<file path="src/rtl/rdp_pkg.sv">
package rdp_pkg;
  localparam int unsigned BUS_W   = 32;
  localparam int unsigned LANE_W  = 8;
  localparam int unsigned LAT_MIN = 2;
  localparam int unsigned LAT_MAX = 3;
endpackage

</file>
<file path="src/rtl/rdp_beat_chain.sv">
// Shift chain of read beats; stage s holds a beat captured s+1 active edges ago.
module rdp_beat_chain #(
  parameter int unsigned DW    = 32,
  parameter int unsigned DEPTH = 2
) (
  input  logic                      clk,
  input  logic                      rst,
  input  logic                      adv,
  input  logic                      beat_v,
  input  logic [DW-1:0]             beat_d,
  output logic [DEPTH-1:0]          st_v,
  output logic [DEPTH-1:0][DW-1:0]  st_d
);
  generate
    for (genvar s = 0; s < DEPTH; s++) begin : g_stage
      logic          nv;
      logic [DW-1:0] nd;
      logic          v_q;
      logic [DW-1:0] d_q;
      if (s == 0) begin : g_head
        assign nv = beat_v;
        assign nd = beat_d;
      end else begin : g_tail
        assign nv = st_v[s-1];
        assign nd = st_d[s-1];
      end
      always_ff @(posedge clk) begin
        if (rst) v_q <= 1'b0;
        else if (adv) v_q <= nv;
      end
      always_ff @(posedge clk) begin
        if (adv) d_q <= nd;
      end
      assign st_v[s] = v_q;
      assign st_d[s] = d_q;
    end
  endgenerate

  // a suspended edge leaves the head stage untouched
  a_r4_chain_hold: assert property (@(posedge clk) disable iff (rst)
    !adv |=> $stable(st_v[0]));
endmodule

</file>
<file path="src/rtl/rdp_mask_stage.sv">
// Holds the byte masks of the last active edge.
module rdp_mask_stage #(
  parameter int unsigned NB = 4
) (
  input  logic          clk,
  input  logic          rst,
  input  logic          adv,
  input  logic [NB-1:0] mask_in,
  output logic [NB-1:0] mask_q
);
  always_ff @(posedge clk) begin
    if (rst) mask_q <= '0;
    else if (adv) mask_q <= mask_in;
  end
endmodule

</file>
<file path="src/rtl/rdp_lat_ctrl.sv">
// Latency register, updated only while the chain is empty.
module rdp_lat_ctrl #(
  parameter int unsigned SEL_W = 1
) (
  input  logic             clk,
  input  logic             rst,
  input  logic             adv,
  input  logic             busy,
  input  logic [SEL_W-1:0] lat_sel,
  output logic [SEL_W-1:0] lat_q
);
  always_ff @(posedge clk) begin
    if (rst) lat_q <= '0;
    else if (adv && !busy) lat_q <= lat_sel;
  end

  // the setting cannot move while a beat is held or the edge is suspended
  a_r6_lat_hold: assert property (@(posedge clk) disable iff (rst)
    (busy || !adv) |=> $stable(lat_q));
endmodule

</file>
<file path="src/rtl/rd_lat_pipe.sv">
module rd_lat_pipe #(
  parameter int unsigned DW      = rdp_pkg::BUS_W,
  parameter int unsigned LANE    = rdp_pkg::LANE_W,
  parameter int unsigned MIN_LAT = rdp_pkg::LAT_MIN,
  parameter int unsigned MAX_LAT = rdp_pkg::LAT_MAX,
  localparam int unsigned NB     = DW / LANE,
  localparam int unsigned SEL_W  = (MAX_LAT > MIN_LAT) ? $clog2(MAX_LAT - MIN_LAT + 1) : 1
) (
  input  logic             clk,
  input  logic             rst,
  input  logic             cke,
  input  logic             rd_valid,
  input  logic [DW-1:0]    rd_data,
  input  logic [NB-1:0]    byte_mask,
  input  logic [SEL_W-1:0] lat_sel,
  output logic [DW-1:0]    bus_data,
  output logic [NB-1:0]    byte_oe
);
  localparam int unsigned DEPTH = MAX_LAT - 1;

  logic [DEPTH-1:0]         st_v;
  logic [DEPTH-1:0][DW-1:0] st_d;
  logic [NB-1:0]            mask_q;
  logic [SEL_W-1:0]         lat_q;
  logic                     busy;
  logic                     tap_v;
  logic [DW-1:0]            tap_d;
  logic [NB-1:0]            lane_on;
  logic [DW-1:0]            lane_d;

  rdp_beat_chain #(.DW(DW), .DEPTH(DEPTH)) u_chain (
    .clk(clk), .rst(rst), .adv(cke),
    .beat_v(rd_valid), .beat_d(rd_data),
    .st_v(st_v), .st_d(st_d)
  );

  rdp_mask_stage #(.NB(NB)) u_mask (
    .clk(clk), .rst(rst), .adv(cke),
    .mask_in(byte_mask), .mask_q(mask_q)
  );

  assign busy = |st_v;

  rdp_lat_ctrl #(.SEL_W(SEL_W)) u_lat (
    .clk(clk), .rst(rst), .adv(cke), .busy(busy),
    .lat_sel(lat_sel), .lat_q(lat_q)
  );

  // Tap the stage that matches the active latency.
  always_comb begin
    tap_v = 1'b0;
    tap_d = '0;
    for (int s = 0; s < int'(DEPTH); s++) begin
      if (s == int'(lat_q) + int'(MIN_LAT) - 2) begin
        tap_v = st_v[s];
        tap_d = st_d[s];
      end
    end
  end

  generate
    for (genvar b = 0; b < NB; b++) begin : g_lane
      assign lane_on[b]               = tap_v & ~mask_q[b];
      assign lane_d[b*LANE +: LANE]   = lane_on[b] ? tap_d[b*LANE +: LANE] : '0;
    end
  endgenerate

  always_ff @(posedge clk) begin
    if (rst) begin
      byte_oe  <= '0;
      bus_data <= '0;
    end else if (cke) begin
      byte_oe  <= lane_on;
      bus_data <= lane_d;
    end
  end

  // outputs freeze across a suspended edge
  a_r4_suspend_hold: assert property (@(posedge clk) disable iff (rst)
    !cke |=> ($stable(bus_data) && $stable(byte_oe)));

  // a mask two active edges back switches its lane off
  generate
    for (genvar b = 0; b < NB; b++) begin : g_mchk
      a_r3_mask_kills: assert property (@(posedge clk) disable iff (rst)
        (!$past(rst, 2) && !$past(rst) && $past(cke, 2) && $past(cke) && $past(byte_mask[b], 2))
        |-> !byte_oe[b]);
    end
  endgenerate

  // an unmasked beat at minimum latency is fully enabled one active edge later
  a_r1_short_beat: assert property (@(posedge clk) disable iff (rst)
    (!$past(rst, 2) && !$past(rst) && $past(cke, 2) && $past(cke) && $past(rd_valid, 2)
     && ($past(lat_q) == '0) && ($past(byte_mask, 2) == '0))
    |-> (byte_oe == '1));
endmodule

</file>
<file path="config.mk">
export PLATFORM = sky130hd
export DESIGN_NAME = rd_lat_pipe
export DESIGN_NICKNAME = d
export VERILOG_FILES = /design/src/rtl/rdp_pkg.sv /design/src/rtl/rdp_beat_chain.sv /design/src/rtl/rdp_mask_stage.sv /design/src/rtl/rdp_lat_ctrl.sv /design/src/rtl/rd_lat_pipe.sv
export SDC_FILE = /design/constraint.sdc
export NUM_CORES = 1
export LEC_CHECK = 0
export BUFFER_PORTS_ARGS = -buffer_cell sky130_fd_sc_hd__buf_2
export CAP_MARGIN = 30
export CORE_MARGIN = 2
export CORE_UTILIZATION = 40
export CTS_BUF_LIST = sky130_fd_sc_hd__clkbuf_8
export DETAILED_ROUTE_END_ITERATION = 7
export RECOVER_POWER = 100
export REMOVE_ABC_BUFFERS = 1
export SETUP_SLACK_MARGIN = 0.2
export SYNTH_ARGS = -nofsm -noshare
export SYNTH_HDL_FRONTEND = slang
export SYNTH_HIERARCHICAL = 1
export SYNTH_SLANG_ARGS = --single-unit
</file>
<file path="constraint.sdc">
create_clock -name clk -period 3.05 [get_ports clk]
set_clock_uncertainty 0.15 [all_clocks]
set_input_delay 0.61 -clock clk [delete_from_list [all_inputs] [get_ports clk]]
set_output_delay 0.61 -clock clk [all_outputs]
set_load 0.02 [all_outputs]
</file>
==> reports/results.ini, run 1 <==
[yosys]
yosysSeqAreaShare_pct=71.7
synth_most_common_cell=edfxtp_1
synth_top_cell_area_share_pct=49.5
synth_enable_flop_cells=64
ys_ff_latch=107
syn_inst=254
synth_area_um2=3880
syn_area_per_cell_um2=15.3
synth_area_leader_cell=edfxtp_1
synth_ff_type=edfxtp_1
synthTopCellsByCount=edfxtp_1, dfxtp_1, mux2i_1
yosys-top-cells-area=edfxtp_1, dfxtp_1, mux2i_1
synth.distinct_cells=21
ys_warn_count=6
async_flop_share_pct=0

[routing]
num_vias=2127
via_per_inst=4.56
drt-initial-drc-count=91
dr.pass1.iters=4
ant_nets=0
post-route-drc-count=0
post_drt_wl_per_cell_um=14.2
wirelength_mm=6.63

[floorplanning]
start_util_pct=41.6
die_y_um=102
fp.dieW_um=102
die-area_um2=10500
io_pins=77
core_area_um2=9330
std_cell_rows=35

[global_route]
antenna_found_initial=0
grt_pass1_wl_mm=10.3
grt_max_degree=33
track_usage_pct=13.3
grt_pass1_vias=2086
grt.overflow.total=0

[worst_setup_path]
timing_worst_setup_path_type=reg2reg
cp.buffers_inverters=1
cpLargestDelayFamily=flip-flops
crit_chain=clkbuf_2 > mux2i_1 > o21ai_2
r2r_slack_ns=0.85
max_stage_delay_ns=0.89
crit_slowest_cell=dfxtp_1
crit_fanout=20
startpoint_type=register
cp_data_arrival_time_ns=2.30
cp.required_ns=3.15
endpoint_kind=register

[sta]
rsz0062_at_grt=false
worst_pin_slew_ns=0.855
slew_violations=0
setup_viol=0
period_share_pct=72.2
slew_headroom_pct=42.9
min_period_ns=2.20
fmax_mhz=454
final_hold_viol_count=0
setup_tns_ns=0

[power_and_ir_drop]
power.density_nw_per_um2=607
p_switching_mw=0.581
pwr-share-clk_pct=32.9
combPwrFrac_pct=6.2
total_power_mw=2.72
cellInternalPower_mw=2.14
power_frac_seq_pct=60.9
leakage_nw=1.59
netSwitchingFraction_pct=21.3
irDropWorstVdd_mv=0.352

[clock_tree]
cts_resized=0
clock-sinks=107
cts_root_buffer=clkbuf_8
cts.reportedPaths.clkPinSlew_ns=0.10
htree_levels=3
post_cts_buffers=0
clock_latency_ns=0.35
cts_buffers=9
cts_tree=yes
cts_hold_buf=0
clockBufferDepth=2

[final_layout]
area_growth_pct=15.6
diodes=0
num-fill-cells=866
drive_gt1_share_pct=24.3
nets=373
fin_area_um2=4490

[placed_design]
gp_congestion=0.734
dpl.hpwl_mm=4.39
dpl_cell_area_um2=4380
port_buffers=76

[hold_path]
hp-class=in2reg

[run]
cap_viol_max_count=0

[outcome]
status=complete, no violations

[state kept, by name, summed over array words and instances (netlist names)]
| name | count |
|---|---|
| u_mask/mask_q | 4 |
| bus_data | 32 |
| byte_oe | 4 |
| u_lat/lat_q | 1 |
| u_chain/g_stage.v_q | 2 |
| u_chain/g_stage.d_q | 64 |
[through the flow]
step | worst slack, ns | utilization, % | instances | hold slack (ns)
after floorplan | 0.768 | - | 242 | 0.276
after global placement | 0.981 | 46.9 | 450 | 0.282
after detailed placement | 0.958 | 46.9 | 450 | 0.287
after CTS | 1.34 | 49.2 | 466 | 0.250
after global routing | 0.675 | 48.1 | 466 | 0.241
final | 0.847 | 48.1 | 466 | 0.271
[power groups by stage]
stage               logic, mW  registers (mW)  clock network, mW
finish                  0.170            1.66              0.896
global route            0.188            1.67              0.979
CTS                     0.184            1.66              0.929
detailed placement      0.183            1.69                  0
global placement        0.181            1.69                  0
floorplan              0.0837            1.70                  0
[per-layer routing]
metal / share of wire (%) / GRT usage (%) / wire length (um)
met1: 44 / 16.1 / 2900
met5: 0 / 0 / 0
met4: 0.84 / 5.64 / 56
met3: 5.0 / 4.20 / 329
met2: 50 / 22.0 / 3350
[area by class of cell]
cell class                      instances  area, um2  area share [%]
Sequential cell                       107       2780            62.0
Multi-Input combinational cell        135        973            21.7
Timing Repair Buffer                   79        358            7.98
Tap cell                              129        161            3.60
Clock buffer                            9        124            2.76
Clock inverter                          7       86.3            1.92
[layout by cell type, fill, tap and decap left out, drive strengths merged, types with 4 or more instances in the layout]
master	count
mux2i	38
buf	42
a21oi	4
nor2	11
edfxtp	64
nand3	4
clkbuf	46
dfxtp	43
o21ai	33
nand3b	4
nand2	32
nand2b	5
[cells by family after synthesis]
kind of cell,synth area share [%]
AOI/OAI and AO/OA,7.87
muxes,10.2
DFF,71.7
buffers and inverters,1.97
and+or+nand+nor,8.26
[worst reg2reg max path, stage by stage, from the launching register on]
cell      delay, ns
dfxtp_1        0.89
clkbuf_2       0.69
mux2i_1        0.31
o21ai_2        0.07
[final timing paths]
path                                                            from  cells past startpoint                                    to
worst max-delay path                        u_lat/lat_q$_SDFFE_PP0P_                      3             bus_data[28]$_SDFFE_PP0P_
worst min-delay path                                      rd_data[6]                      1   u_chain/g_stage[0].d_q[6]$_DFFE_PP_
worst max register to register              u_lat/lat_q$_SDFFE_PP0P_                      3             bus_data[28]$_SDFFE_PP0P_
worst min register to register  u_chain/g_stage[0].d_q[16]$_DFFE_PP_                      0  u_chain/g_stage[1].d_q[16]$_DFFE_PP_
Note: power is estimated with default switching activity, not from simulation.
==> inputs of run 2 (changes only) <==
clock period = 1.9 ns   (was 3.05 ns; I/O delays follow)
==> reports/results.ini, run 2 (synthesis results as in run 1) <==
[global_route]
antenna_found_initial=0
grt_max_degree=28
grt_pass1_vias=2135
grt_pass1_wl_mm=10.4
track_usage_pct=13.2
grt.overflow.total=0

[routing]
dr.pass1.iters=4
via_per_inst=4.60
top_layer=met4
ant_nets=0
drt-initial-drc-count=56
met2WireLength_mm=3.32
post_drt_wl_per_cell_um=14.3
wirelength_mm=6.72
post-route-drc-count=0
wl_met1_mm=2.97
num_vias=2162
wl_met3_um=396

[placed_design]
dpl_cell_area_um2=4420
gp_congestion=0.719
dpl.hpwl_mm=4.65
port_buffers=76

[clock_tree]
cts_hold_buf=0
cts_buffers=9
htree_levels=3
clock_latency_ns=0.36
clockBufferDepth=2
clock-sinks=107
post_cts_buffers=0
cts_resized=0
cts_root_buffer=clkbuf_8
cts.reportedPaths.clkPinSlew_ns=0.10
cts_tree=yes

[floorplanning]
io_pins=77
start_util_pct=41.6
std_cell_rows=35
die-area_um2=10500
fp.dieW_um=102
die_y_um=102
core_area_um2=9330

[run]
cap_viol_max_count=0

[worst_setup_path]
startpoint_type=register
timing_worst_setup_path_type=reg2reg
crit_fanout=10
cp_data_arrival_time_ns=1.63
r2r_cells=3
critPathCapture=bus_data[15]$_SDFFE_PP0P_
cp.required_ns=1.99
reg2reg_from=u_lat/lat_q$_SDFFE_PP0P_
r2r_end=bus_data[15]$_SDFFE_PP0P_
r2r_slack_ns=0.37
endpoint_kind=register
crit_start=u_lat/lat_q$_SDFFE_PP0P_

[final_layout]
final_core_util_pct=47.7
drive_gt1_share_pct=22.0
final-seq-area_um2=2780
final_common_cell=edfxtp_1
multi_input_area_um2=910
reg_top3=u_chain/g_stage.d_q x64, bus_data x32
largest_reg_flops=64
area_growth_pct=14.6
final_cell_mix=edfxtp_1, dfxtp_1, mux2i_1, clkbuf_1, buf_2
fin_area_um2=4450
num-fill-cells=918
diodes=0
top_register=u_chain/g_stage.d_q
nets=377

[power_and_ir_drop]
power.density_nw_per_um2=970
pwr-share-clk_pct=32.1
p_switching_mw=0.978
leakage_nw=1.57
power_frac_seq_pct=61.7
combPwrFrac_pct=6.2
irDropWorstVdd_mv=0.386
cellInternalPower_mw=3.33
netSwitchingFraction_pct=22.7

[sta]
worst_pin_slew_ns=0.652
fmax_mhz=653
setup_viol=0
min_period_ns=1.53
final_hold_viol_count=0
slew_headroom_pct=56.6
period_share_pct=80.6
slew_violations=0
rsz0062_at_grt=false

[outcome]
status=complete, no violations

[hold_path]
hp-class=in2reg

run 2: changes by cell type in the layout (fill, tap and decap cells not counted), sizes merged:
cell	delta
clkinvlp	+1
clkbuf	+4
bufinv	-1
run 2: area by class of cell:
cell class	count	share of cell area, %
multi-input cells	135	20.5
flip-flops and latches	107	62.6
clock inverters	7	1.69
repair buffers	83	8.84
clock buffers	9	2.79
well taps	129	3.63
run 2: worst min path at each step:
stage	to	start	slack [ns]	cells after the start
floorplan	u_chain/g_stage[1].d_q[0]$_DFFE_PP_	u_chain/g_stage[0].d_q[0]$_DFFE_PP_	0.28	0
global placement	bus_data[18]$_SDFFE_PP0P_	bus_data[18]$_SDFFE_PP0P_	0.28	2
detailed placement	bus_data[17]$_SDFFE_PP0P_	bus_data[17]$_SDFFE_PP0P_	0.29	2
CTS	u_chain/g_stage[0].d_q[6]$_DFFE_PP_	rd_data[6]	0.01	1
global route	u_chain/g_stage[0].d_q[1]$_DFFE_PP_	rd_data[1]	0.002	1
finish	u_chain/g_stage[0].d_q[31]$_DFFE_PP_	rd_data[31]	0.03	1
run 2: power by group through the flow:
stage	clock, mW	sequential (mW)	combinational (mW)
after global routing	1.52	2.68	0.296
after CTS	1.44	2.66	0.308
after global placement	0	2.71	0.301
final	1.38	2.66	0.267
after floorplan	0	2.73	0.134
after detailed placement	0	2.72	0.306
run 2: critical path, stage by stage, from the launching register on:
cell	delay [ns]
dfxtp_2	0.54
mux2_4	0.41
nand3_2	0.20
o21ai_0	0.12
run 2: through the flow:
stage	power, mW	cells	setup WS (ns)	TNS, ns	hold slack [ns]
finish	4.31	470	0.368	0	0.0321
global route	4.49	470	0.262	0	0.00152
CTS	4.41	470	0.378	0	0.0117
detailed placement	3.02	454	0.302	0	0.286
global placement	3.01	454	0.336	0	0.280
floorplan	2.86	242	-0.382	-13.29	0.276
run 2: per-layer routing:
layer,track usage (%),vias to the layer above
met5,0,-
met4,4.10,0
met3,5.02,4
met2,22.5,59
met1,15.7,1024
li1,-,1075
